--- src/rtl/zz_coder_pkg.sv ---
package zz_coder_pkg;

  typedef enum logic [1:0] {
    ST_IDLE,
    ST_DC,
    ST_AC,
    ST_FLUSH
  } scan_state_e;

  localparam logic [7:0] SYM_ZRL = 8'hF0;
  localparam logic [7:0] SYM_EOB = 8'h00;
  localparam int RUN_W = 4;
  localparam int CAT_W = 4;

  // Raster position (row*n+col) of zig-zag index k on an n x n block.
  function automatic int zz_to_raster(input int k, input int n);
    int cnt;
    int r_lo;
    int r_hi;
    int len;
    int row;
    cnt = 0;
    zz_to_raster = 0;
    for (int s = 0; s < 2 * n - 1; s++) begin
      r_lo = (s - n + 1 > 0) ? s - n + 1 : 0;
      r_hi = (s < n - 1) ? s : n - 1;
      len  = r_hi - r_lo + 1;
      if (k >= cnt && k < cnt + len) begin
        row = (s % 2 == 1) ? r_lo + (k - cnt) : r_hi - (k - cnt);
        zz_to_raster = row * n + (s - row);
      end
      cnt = cnt + len;
    end
  endfunction

endpackage

--- src/rtl/zz_coef_buf.sv ---
module zz_coef_buf #(
  parameter int N      = 8,
  parameter int COEF_W = 12
) (
  input  logic                          clk,
  input  logic                          rst_n,
  input  logic                          wr_en,
  input  logic [$clog2(N*N)-1:0]        wr_addr,
  input  logic [COEF_W-1:0]             wr_data,
  input  logic [$clog2(N*N)-1:0]        rd_idx,
  output logic [COEF_W-1:0]             rd_data,
  output logic                          nz_after
);
  import zz_coder_pkg::*;

  localparam int NCOEF = N * N;

  logic [COEF_W-1:0] mem_q   [NCOEF];
  logic [COEF_W-1:0] zz_coef [NCOEF];
  logic [NCOEF-1:0]  nz_zz;

  for (genvar a = 0; a < NCOEF; a++) begin : g_store
    logic hit;
    assign hit = wr_en && (int'(wr_addr) == a);
    always_ff @(posedge clk or negedge rst_n) begin
      if (!rst_n) begin
        mem_q[a] <= '0;
      end else if (hit) begin
        mem_q[a] <= wr_data;
      end
    end
  end

  for (genvar k = 0; k < NCOEF; k++) begin : g_zz
    localparam int RK = zz_to_raster(k, N);
    assign zz_coef[k] = mem_q[RK];
    assign nz_zz[k]   = |mem_q[RK];
  end

  assign rd_data = zz_coef[rd_idx];

  always_comb begin
    nz_after = 1'b0;
    for (int j = 0; j < NCOEF; j++) begin
      if (j > int'(rd_idx) && nz_zz[j]) nz_after = 1'b1;
    end
  end

endmodule

--- src/rtl/zz_size_cat.sv ---
module zz_size_cat #(
  parameter int COEF_W = 12
) (
  input  logic [COEF_W-1:0]           coef,
  output logic [zz_coder_pkg::CAT_W-1:0] cat,
  output logic [COEF_W-2:0]           raw
);
  import zz_coder_pkg::*;

  localparam int RAW_W = COEF_W - 1;

  logic              neg;
  logic [COEF_W-1:0] mag;
  logic [COEF_W-1:0] pattern;

  always_comb begin
    neg     = coef[COEF_W-1];
    mag     = neg ? (~coef + 1'b1) : coef;
    pattern = neg ? (coef - 1'b1) : coef;
    cat     = '0;
    for (int b = 0; b < RAW_W; b++) begin
      if (mag[b]) cat = CAT_W'(b + 1);
    end
    raw = '0;
    for (int b = 0; b < RAW_W; b++) begin
      raw[b] = pattern[b] && (b < int'(cat));
    end
  end

endmodule

--- src/rtl/zz_scan_fsm.sv ---
module zz_scan_fsm #(
  parameter int N      = 8,
  parameter int COEF_W = 12
) (
  input  logic                          clk,
  input  logic                          rst_n,
  input  logic                          start,
  input  logic                          coef_nz,
  input  logic [zz_coder_pkg::CAT_W-1:0] coef_cat,
  input  logic [COEF_W-2:0]             coef_raw,
  input  logic                          nz_after,
  output logic [$clog2(N*N)-1:0]        rd_idx,
  output logic                          sym_valid,
  input  logic                          sym_ready,
  output logic [7:0]                    sym_code,
  output logic [zz_coder_pkg::CAT_W-1:0] sym_nbits,
  output logic [COEF_W-2:0]             sym_bits,
  output logic                          done
);
  import zz_coder_pkg::*;

  localparam int IDX_W = $clog2(N * N);
  localparam logic [IDX_W-1:0] LAST_IDX = IDX_W'(N * N - 1);
  localparam logic [RUN_W-1:0] RUN_MAX  = '1;

  scan_state_e       state_q, state_d;
  logic [IDX_W-1:0]  idx_q, idx_d;
  logic [RUN_W-1:0]  run_q, run_d;
  logic              valid_q, valid_d;
  logic [7:0]        code_q, code_d;
  logic [CAT_W-1:0]  nbits_q, nbits_d;
  logic [COEF_W-2:0] bits_q, bits_d;
  logic              done_q, done_d;
  logic              slot_free;
  logic              load_en;

  assign slot_free = !valid_q || sym_ready;

  always_comb begin
    state_d = state_q;
    idx_d   = idx_q;
    run_d   = run_q;
    valid_d = valid_q && !sym_ready;
    code_d  = code_q;
    nbits_d = nbits_q;
    bits_d  = bits_q;
    done_d  = 1'b0;
    load_en = 1'b0;
    unique case (state_q)
      ST_IDLE: begin
        if (start) begin
          state_d = ST_DC;
          idx_d   = '0;
          run_d   = '0;
        end
      end
      ST_DC: begin
        if (slot_free) begin
          load_en = 1'b1;
          code_d  = {4'h0, coef_cat};
          nbits_d = coef_cat;
          bits_d  = coef_raw;
          idx_d   = idx_q + 1'b1;
          state_d = ST_AC;
        end
      end
      ST_AC: begin
        if (slot_free) begin
          if (coef_nz) begin
            load_en = 1'b1;
            code_d  = {run_q, coef_cat};
            nbits_d = coef_cat;
            bits_d  = coef_raw;
            run_d   = '0;
            if (idx_q == LAST_IDX) state_d = ST_FLUSH;
            else                   idx_d   = idx_q + 1'b1;
          end else if (!nz_after) begin
            load_en = 1'b1;
            code_d  = SYM_EOB;
            nbits_d = '0;
            bits_d  = '0;
            state_d = ST_FLUSH;
          end else if (run_q == RUN_MAX) begin
            load_en = 1'b1;
            code_d  = SYM_ZRL;
            nbits_d = '0;
            bits_d  = '0;
            run_d   = '0;
            idx_d   = idx_q + 1'b1;
          end else begin
            run_d = run_q + 1'b1;
            idx_d = idx_q + 1'b1;
          end
        end
      end
      ST_FLUSH: begin
        if (valid_q && sym_ready) begin
          done_d  = 1'b1;
          state_d = ST_IDLE;
        end
      end
      default: state_d = ST_IDLE;
    endcase
    if (load_en) valid_d = 1'b1;
  end

  always_ff @(posedge clk or negedge rst_n) begin
    if (!rst_n) begin
      state_q <= ST_IDLE;
      idx_q   <= '0;
      run_q   <= '0;
      valid_q <= 1'b0;
      done_q  <= 1'b0;
    end else begin
      state_q <= state_d;
      idx_q   <= idx_d;
      run_q   <= run_d;
      valid_q <= valid_d;
      done_q  <= done_d;
    end
  end

  always_ff @(posedge clk or negedge rst_n) begin
    if (!rst_n) begin
      code_q  <= '0;
      nbits_q <= '0;
      bits_q  <= '0;
    end else if (load_en) begin
      code_q  <= code_d;
      nbits_q <= nbits_d;
      bits_q  <= bits_d;
    end
  end

  assign rd_idx    = idx_q;
  assign sym_valid = valid_q;
  assign sym_code  = code_q;
  assign sym_nbits = nbits_q;
  assign sym_bits  = bits_q;
  assign done      = done_q;


  hold_beat_chk: assert property (@(posedge clk) disable iff (!rst_n)
    (sym_valid && !sym_ready) |=> (sym_valid && $stable({sym_code, sym_nbits, sym_bits})));


  done_after_take_chk: assert property (@(posedge clk) disable iff (!rst_n)
    done |-> $past(sym_valid && sym_ready));


  done_alone_chk: assert property (@(posedge clk) disable iff (!rst_n)
    $onehot0({done, sym_valid}));


  start_busy_chk: assert property (@(posedge clk) disable iff (!rst_n)
    (state_q != ST_IDLE && start) |=> (state_q != ST_DC));


  dc_code_chk: assert property (@(posedge clk) disable iff (!rst_n)
    (state_q == ST_DC && slot_free) |=> (sym_valid && sym_code[7:4] == 4'h0));


  zrl_nobits_chk: assert property (@(posedge clk) disable iff (!rst_n)
    (sym_valid && state_q == ST_AC && sym_code == SYM_ZRL) |-> (sym_nbits == '0 && sym_bits == '0));

endmodule

--- src/rtl/zz_runsize_coder.sv ---
module zz_runsize_coder #(
  parameter int N      = 8,
  parameter int COEF_W = 12
) (
  input  logic                     clk,
  input  logic                     rst_n,
  input  logic                     coef_we,
  input  logic [$clog2(N*N)-1:0]   coef_addr,
  input  logic [COEF_W-1:0]        coef_wdata,
  input  logic                     start,
  output logic                     sym_valid,
  input  logic                     sym_ready,
  output logic [7:0]               sym_code,
  output logic [3:0]               sym_nbits,
  output logic [COEF_W-2:0]        sym_bits,
  output logic                     done
);
  import zz_coder_pkg::*;

  localparam int IDX_W = $clog2(N * N);

  logic [IDX_W-1:0]  rd_idx;
  logic [COEF_W-1:0] rd_coef;
  logic              nz_after;
  logic [CAT_W-1:0]  cat;
  logic [COEF_W-2:0] raw;

  zz_coef_buf #(.N(N), .COEF_W(COEF_W)) u_buf (
    .clk      (clk),
    .rst_n    (rst_n),
    .wr_en    (coef_we),
    .wr_addr  (coef_addr),
    .wr_data  (coef_wdata),
    .rd_idx   (rd_idx),
    .rd_data  (rd_coef),
    .nz_after (nz_after)
  );

  zz_size_cat #(.COEF_W(COEF_W)) u_cat (
    .coef (rd_coef),
    .cat  (cat),
    .raw  (raw)
  );

  zz_scan_fsm #(.N(N), .COEF_W(COEF_W)) u_fsm (
    .clk       (clk),
    .rst_n     (rst_n),
    .start     (start),
    .coef_nz   (|rd_coef),
    .coef_cat  (cat),
    .coef_raw  (raw),
    .nz_after  (nz_after),
    .rd_idx    (rd_idx),
    .sym_valid (sym_valid),
    .sym_ready (sym_ready),
    .sym_code  (sym_code),
    .sym_nbits (sym_nbits),
    .sym_bits  (sym_bits),
    .done      (done)
  );

endmodule

--- config.mk ---
export PLATFORM = sky130hd
export DESIGN_NAME = zz_runsize_coder
export DESIGN_NICKNAME = d
export VERILOG_FILES = /design/src/rtl/zz_coder_pkg.sv /design/src/rtl/zz_coef_buf.sv /design/src/rtl/zz_size_cat.sv /design/src/rtl/zz_scan_fsm.sv /design/src/rtl/zz_runsize_coder.sv
export SDC_FILE = /design/constraint.sdc
export NUM_CORES = 1
export LEC_CHECK = 0
export ABC_CLOCK_PERIOD_IN_PS = 3800
export BUFFER_PORTS_ARGS = -buffer_cell sky130_fd_sc_hd__buf_4
export CELL_PAD_IN_SITES_DETAIL_PLACEMENT = 0
export CELL_PAD_IN_SITES_GLOBAL_PLACEMENT = 1
export CORE_AREA = 10 10 300 302
export DETAILED_ROUTE_END_ITERATION = 6
export DIE_AREA = 0 0 310 312
export GPL_ROUTABILITY_DRIVEN = 0
export MAX_ROUTING_LAYER = met4
export PLACE_DENSITY = 0.83
export SYNTH_ARGS = -nofsm -noshare
export SYNTH_HDL_FRONTEND = slang
export SYNTH_SLANG_ARGS = --single-unit
--- constraint.sdc ---
create_clock -name clk -period 3.8 [get_ports clk]
set_input_delay 0.38 -clock clk [delete_from_list [all_inputs] [get_ports clk]]
set_output_delay 0.38 -clock clk [all_outputs]
set_load 0.02 [all_outputs]
==> impl_metrics.py, run 1 <==
metrics = {
    "outcome": {
        "status": "finished, violations left",
        "violations": "design-rule violations, negative setup slack",
    },
    "power_and_ir_drop": {
        "pwr-share-seq_pct": 33.5,
        "p_leak_nw": 21.5,
        "switching_share_pct": 35.1,
        "switching_power_mw": 11.5,
        "totalPowerFinal_mw": 32.7,
        "internal_power_mw": 21.2,
        "p_comb_share_pct": 39.2,
        "powerDensity_nw_per_um2": 680,
        "ir_drop_uv": 448,
        "p_clk_share_pct": 27.3,
    },
    "hold_path": {
        "min_to": "u_fsm.state_q[1]$_DFFE_PN0P_",
        "hp-class": "input pin to register",
        "whs_path_depth": 6,
        "min_from": "start",
    },
    "clock_tree": {
        "path_clk_slew_ns": 0.06,
        "clock_latency_ns": 0.69,
        "cts_root_buf": "clkbuf_16",
        "numCtsBuffers": 85,
        "h-tree-depth": 3,
        "clockBufferDepth": 3,
        "cts.sinks": 801,
        "cts_tree": "built",
    },
    "floorplan": {
        "initial_core_util_pct": 47.4,
        "die_h_um": 312,
        "fp-row-count": 107,
        "die_area_um2": 96700,
        "dieWidth_um": 310,
        "ios": 48,
        "core_um2": 84300,
    },
    "critical_path": {
        "cp_max_fo": 8,
        "crit_path_end_kind": "register",
        "required_ns": 4.37,
        "reg2reg_from": "u_fsm.rd_idx[0]$_DFFE_PN0P_",
        "arrival_ns": 4.68,
        "ff2ff_path_depth": 16,
        "regToRegSetupSlack_ns": -0.31,
        "path_class": "register to register",
        "worst_r2r_endpoint": "u_fsm.sym_bits[4]$_DFFE_PN0P_",
        "start_kind": "register",
    },
    "timing": {
        "fmax_ghz": 0.243,
        "worstMarginPinSlew_ns": 1.18,
        "finClkSkew_ns": 0.0474,
        "timing.slew.headroom_pct": 21.1,
        "period_needed_ns": 4.11,
        "hold_viol": 0,
        "maxSlewViolCount": 0,
        "finalCritPeriodShare_pct": 108,
        "setup_violations": 29,
        "rsz0062_at_grt": "yes",
        "worst_slack_ns": -0.309,
    },
    "synthesis": {
        "synth_edf_count": 0,
        "ys_top_cells_by_area": "dfrtp_1 (50%), mux2_2 (22%), mux4_2 (9.0%)",
        "synth_area_um2": 40000,
        "synth-async-reset-ratio_pct": 100,
        "yosys.area.top_type": "dfrtp_1",
        "yosysUniqueCellTypes": 91,
        "yosys_warnings": 0,
        "ys_ff_latch": 801,
        "synth.most_common_cell": "dfrtp_1",
        "ys_seq_area_share_pct": 50.1,
        "syn_nets": 2989,
        "synthTopCellsByCount": "dfrtp_1 (801), mux2_2 (774), nor4_1 (197)",
        "ys.flop_type": "dfrtp_1",
        "synth_cells": 2956,
        "synth_top_area_share_pct": 50.1,
        "syn_area_per_cell_um2": 13.5,
    },
    "route": {
        "drc": 8,
        "ant_nets": 0,
        "viasPerCell": 6.85,
        "drtIter0Drc": 4062,
        "drtPass1Iterations": 7,
        "routed_wl_um": 139000,
        "wl_per_cell_um": 31.7,
        "vias": 30100,
    },
    "place": {
        "dpl.cell_count": 4162,
        "io_buffers": 47,
        "dp_hpwl_um": 94600,
        "pre_cts_slack_ns": -0.596,
    },
    "global_route": {
        "grt_first_pass_wirelength_um": 204000,
        "grt_remaining_overflow": 0,
        "grt_pass1_vias": 30100,
        "grt_max_degree": 102,
        "grt_util_all_layers_pct": 28.9,
        "antenna_found_initial": 5,
    },
    "finish": {
        "utilization_pct": 57.1,
        "finalNonFillerCells": 4394,
        "fin_nets": 3261,
        "syn2layout_area_growth_pct": 20.4,
        "drive_above_1_share_pct": 50.6,
    },
    "run": {
        "cap_violations": 0,
    },
}
## critical path, cell delays in order (launching register included)
cell and delay (ns):
dfrtp_4 0.52, buf_12 0.17, buf_16 0.16, buf_8 0.13, buf_4 0.13, mux4_2 0.51, a22oi_2 0.22, a21oi_1 0.14
nor3_4 0.22, o22ai_4 0.16, buf_4 0.20, o41ai_4 0.40, xor2_2 0.21, and2_4 0.19, a21boi_4 0.24, nand4b_1 0.15
a32o_1 0.26
## state kept, by name, summed over array words and instances (netlist names)
signal / count
u_fsm.sym_bits: 11
u_fsm.sym_code: 5
u_fsm.sym_valid: 1
u_fsm.done: 1
u_fsm.sym_nbits: 3
u_buf.mem_q: 768
u_fsm.rd_idx: 6
u_fsm.state_q: 2
u_fsm.run_q: 4
## layout by cell type, fill, tap and decap left out, drive strengths merged, types with 14 or more instances in the layout
| master | count |
|---|---|
| a22oi | 51 |
| nand2b | 15 |
| and3 | 19 |
| clkbuf | 126 |
| clkinv | 21 |
| buf | 422 |
| nand3 | 75 |
| nor4 | 199 |
| nor2 | 69 |
| o22ai | 14 |
| o21ai | 47 |
| nand2 | 116 |
| a21oi | 35 |
| nor3 | 19 |
| a31oi | 17 |
| mux2i | 65 |
| mux2 | 774 |
| mux4 | 169 |
| dfrtp | 801 |
| nor2b | 17 |
## layer usage
| layer | vias up | share of wire [%] | GRT usage (%) |
|---|---|---|---|
| met5 | - | 0 | - |
| met4 | 0 | 6.3 | 14.8 |
| met3 | 518 | 11 | 7.40 |
| met2 | 2139 | 44 | 41.8 |
| met1 | 15600 | 38 | 37.4 |
| li1 | 11900 | - | - |
## stage by stage
step | TNS, ns | hold WS [ns] | cell area, um^2
global route | -6.63 | 0.408 | 48100
CTS | -3.50 | 0.337 | 47300
global placement | -12.67 | 0.464 | 43300
detailed placement | -14.41 | 0.478 | 43300
finish | -4.33 | 0.365 | 48100
floorplan | -0.00205 | 0.0844 | 40100
## final cells by class
| type | count | area (um^2) |
|---|---|---|
| Sequential cell | 801 | 20100 |
| Timing Repair Buffer | 432 | 4020 |
| Tap cell | 1090 | 1360 |
| Inverter | 10 | 50.0 |
| Clock buffer | 118 | 2420 |
| Multi-Input combinational cell | 1898 | 19600 |
| Fill cell | 6434 | 36200 |
| Antenna cell | 5 | 12.5 |
| Clock inverter | 40 | 578 |
## power by group through the flow
| stage | logic [mW] | clock network (mW) | registers [mW] |
|---|---|---|---|
| floorplan | 6.37 | 0 | 10.6 |
| global route | 13.3 | 9.38 | 11.0 |
| finish | 12.8 | 8.94 | 11.0 |
| CTS | 11.5 | 9.00 | 10.9 |
| detailed placement | 10.3 | 0 | 11.0 |
| global placement | 10.1 | 0 | 10.9 |
## cells by family (layout without fill, tap and decap cells)
group                      after synthesis  in the layout  synth area share (%)
muxes                                 1008           1008                  33.0
AOI/OAI and AO/OA                      268            269                  5.00
other                                    0              5                     0
buffers and inverters                  258            600                  3.03
adders and majority gates               10             10                 0.313
xor gates and xnor gates                20             20                 0.438
DFF                                    801            801                  50.1
and+or+nand+nor                        591            591                  8.04
## timing repair
item / in CTS / in global routing
endpoints found under the setup margin: 32 / 32
setup buffers: 36 / 22
pin swaps: 47 / 41
hold buffers: 2 / 0
hold endpoints to repair: 86 / 0
resized for setup: 112 / 93
gates cloned: 6 / 7
## worst max-delay path by stage
stage / startpoint / to / slack (ns)
2_1_floorplan: u_fsm.rd_idx[0]$_DFFE_PN0P_ / u_fsm.sym_bits[0]$_DFFE_PN0P_ / -0.002
3_3_place_gp: u_fsm.rd_idx[0]$_DFFE_PN0P_ / u_fsm.rd_idx[0]$_DFFE_PN0P_ / -0.53
3_5_place_dp: u_fsm.rd_idx[0]$_DFFE_PN0P_ / u_fsm.rd_idx[0]$_DFFE_PN0P_ / -0.60
4_1_cts: u_fsm.rd_idx[0]$_DFFE_PN0P_ / u_fsm.rd_idx[5]$_DFFE_PN0P_ / -0.24
5_1_grt: u_fsm.rd_idx[0]$_DFFE_PN0P_ / u_fsm.sym_bits[4]$_DFFE_PN0P_ / -0.39
6_report: u_fsm.rd_idx[0]$_DFFE_PN0P_ / u_fsm.sym_bits[4]$_DFFE_PN0P_ / -0.31
Note: power is estimated with default switching activity, not from simulation.
==> run 2, diff against run 1 <==
--- a/config.mk
+++ b/config.mk
@@ -6,7 +6,7 @@
 export NUM_CORES = 1
 export LEC_CHECK = 0
 export ABC_CLOCK_PERIOD_IN_PS = 3800
-export BUFFER_PORTS_ARGS = -buffer_cell sky130_fd_sc_hd__buf_4
+export BUFFER_PORTS_ARGS = -buffer_cell sky130_fd_sc_hd__buf_2
 export CELL_PAD_IN_SITES_DETAIL_PLACEMENT = 0
 export CELL_PAD_IN_SITES_GLOBAL_PLACEMENT = 1
 export CORE_AREA = 10 10 300 302
@@ -15,6 +15,8 @@
 export GPL_ROUTABILITY_DRIVEN = 0
 export MAX_ROUTING_LAYER = met4
 export PLACE_DENSITY = 0.83
+export SKIP_CTS_REPAIR_TIMING = 1
 export SYNTH_ARGS = -nofsm -noshare
 export SYNTH_HDL_FRONTEND = slang
 export SYNTH_SLANG_ARGS = --single-unit
+export TNS_END_PERCENT = 1
==> run 2 against run 1 <==
  * The run ends with negative hold slack, negative setup slack left
  * Clock skew decreased by 0.021 ns
  * Worst hold slack worse by 0.37 ns
  * Design area decreased by 2.3%
  * Fmax decreased by 3.5%
  * Critical path depth grew 1
  * Die area did not move
  * Sequential share of layout area rose by 0.99 points
  * Largest cell class unchanged
==> impl_metrics.py, run 2 (same netlist as run 1, synthesis figures left out) <==
metrics = {
    "finish": {
        "drive_above_1_share_pct": 48.4,
        "largest_register_ff_count": 768,
        "layout_common_cells": "dfrtp_1 (796), mux2_2 (774), buf_4 (316)",
        "syn2layout_area_growth_pct": 17.6,
        "final_common_cell": "dfrtp_1",
        "seq_area_um2": 20100,
        "fin_area_um2": 47000,
        "multiInputGateArea_um2": 19100,
        "top_register": "u_buf.mem_q",
        "fillers": 6640,
        "fin_nets": 3239,
    },
    "critical_path": {
        "required_ns": 4.37,
        "regToRegSetupSlack_ns": -0.46,
        "cp_max_fo": 10,
        "ff2ff_path_depth": 17,
        "worst_r2r_endpoint": "u_fsm.sym_bits[4]$_DFFE_PN0P_",
        "path_class": "register to register",
        "start_kind": "register",
        "reg2reg_from": "u_fsm.rd_idx[0]$_DFFE_PN0P_",
        "crit_path_end_kind": "register",
        "arrival_ns": 4.82,
    },
    "global_route": {
        "grt_remaining_overflow": 0,
        "grt_first_pass_wirelength_um": 202000,
        "grt_util_all_layers_pct": 28.4,
        "grt_pass1_vias": 30200,
        "grt_max_degree": 91,
        "antenna_found_initial": 3,
    },
    "timing": {
        "fmax_ghz": 0.235,
        "rsz0062_at_grt": "yes",
        "timing.slew.headroom_pct": 10.7,
        "maxSlewViolCount": 0,
        "hold_slack_ns": -0.00116,
        "period_needed_ns": 4.26,
        "finClkSkew_ns": 0.0267,
        "final.setup.tns_ns": -10.03,
        "hold_viol": 1,
        "setup_violations": 32,
        "finalCritPeriodShare_pct": 112,
        "worst_slack_ns": -0.458,
        "worstMarginPinSlew_ns": 1.34,
    },
    "hold_path": {
        "min_to": "u_fsm.done$_DFF_PN0_",
        "whs_path_depth": 2,
        "min_from": "sym_ready",
        "hp-class": "input pin to register",
    },
    "clock_tree": {
        "numCtsBuffers": 87,
        "cts_root_buf": "clkbuf_16",
        "h-tree-depth": 3,
        "clock_latency_ns": 0.68,
        "cts.sinks": 801,
        "cts_tree": "built",
        "clockBufferDepth": 3,
        "path_clk_slew_ns": 0.07,
    },
    "place": {
        "dp_hpwl_um": 96400,
        "placed_area_um2": 43400,
        "io_buffers": 47,
    },
    "route": {
        "drtIter0Drc": 3839,
        "wl_per_cell_um": 31.2,
        "vias": 29900,
        "viasPerCell": 6.84,
        "drc": 0,
        "routed_wl_um": 136000,
        "drtPass1Iterations": 5,
        "ant_nets": 0,
    },
    "floorplan": {
        "die_area_um2": 96700,
        "core_um2": 84300,
        "die_h_um": 312,
        "dieWidth_um": 310,
        "fp-row-count": 107,
        "initial_core_util_pct": 47.4,
        "ios": 48,
    },
    "outcome": {
        "status": "finished, violations left",
        "violations": "negative hold slack, negative setup slack",
    },
    "power_and_ir_drop": {
        "totalPowerFinal_mw": 31.0,
        "powerDensity_nw_per_um2": 659,
        "ir_drop_uv": 483,
        "p_leak_nw": 21.2,
    },
    "run": {
        "cap_violations": 0,
    },
}
==> run 2: changes by cell type in the layout (fill, tap and decap cells not counted), moves of 6 or more <==
cell,previous run,this run
a21oi_1,24,30
a22oi_2,17,7
a22oi_1,34,44
clkbuf_8,17,23
buf_16,9,2
bufinv_16,12,3
buf_6,19,6
buf_4,362,316
buf_2,0,46
==> run 2: worst max path at each step <==
stage | startpoint | to | slack (ns)
CTS | u_fsm.rd_idx[0]$_DFFE_PN0P_ | u_fsm.sym_bits[4]$_DFFE_PN0P_ | -0.59
global placement | u_fsm.rd_idx[0]$_DFFE_PN0P_ | u_fsm.sym_bits[6]$_DFFE_PN0P_ | -0.54
global route | u_fsm.rd_idx[0]$_DFFE_PN0P_ | u_fsm.sym_bits[4]$_DFFE_PN0P_ | -0.53
detailed placement | u_fsm.rd_idx[0]$_DFFE_PN0P_ | u_fsm.sym_bits[4]$_DFFE_PN0P_ | -0.55
floorplan | u_fsm.rd_idx[0]$_DFFE_PN0P_ | u_fsm.sym_bits[0]$_DFFE_PN0P_ | -0.03
finish | u_fsm.rd_idx[0]$_DFFE_PN0P_ | u_fsm.sym_bits[4]$_DFFE_PN0P_ | -0.46
==> run 2: layer usage <==
metal	vias to the layer above	track usage [%]	wire (um)	part of all wire (%)
met3	462	6.46	14300	10
li1	11900	-	-	-
met5	-	-	0	0
met2	1951	41.7	61600	45
met1	15600	37.2	52800	39
met4	0	13.6	7760	5.7
==> run 2: metrics by stage <==
step | util (%) | std cells | setup WS, ns
CTS | 54.9 | 4342 | -0.590
finish | 55.7 | 4370 | -0.458
global route | 55.7 | 4370 | -0.532
detailed placement | 51.5 | 4182 | -0.551
floorplan | - | 2956 | -0.0335
global placement | 51.5 | 4182 | -0.541
==> run 2: where the power goes <==
group,total (mW),internal [mW],switching [mW]
Combinational,11.5,5.49,6.02
Sequential,10.9,9.75,1.18
Clock,8.55,4.94,3.60
==> run 2: layout make-up <==
class / instances / share of cell area, %
Sequential cell: 801 / 42.7
Multi-Input combinational cell: 1897 / 40.7
Timing Repair Buffer: 409 / 7.47
Clock buffer: 129 / 5.50
Tap cell: 1090 / 2.90
Clock inverter: 31 / 0.650
Inverter: 10 / 0.0799
Antenna cell: 3 / 0.0160
==> run 2: critical path: stages, from the launching register on <==
cell and delay, ns:
dfrtp_4 0.51, buf_12 0.15, buf_12 0.15, buf_16 0.16, buf_12 0.14, mux4_2 0.49, a22o_1 0.20, a211o_1 0.29
a21oi_2 0.22, buf_4 0.16, a22oi_2 0.11, o41ai_2 0.43, buf_4 0.19, xnor2_2 0.11, and2_4 0.18, a21boi_4 0.23
nand4b_1 0.14, a32o_1 0.26
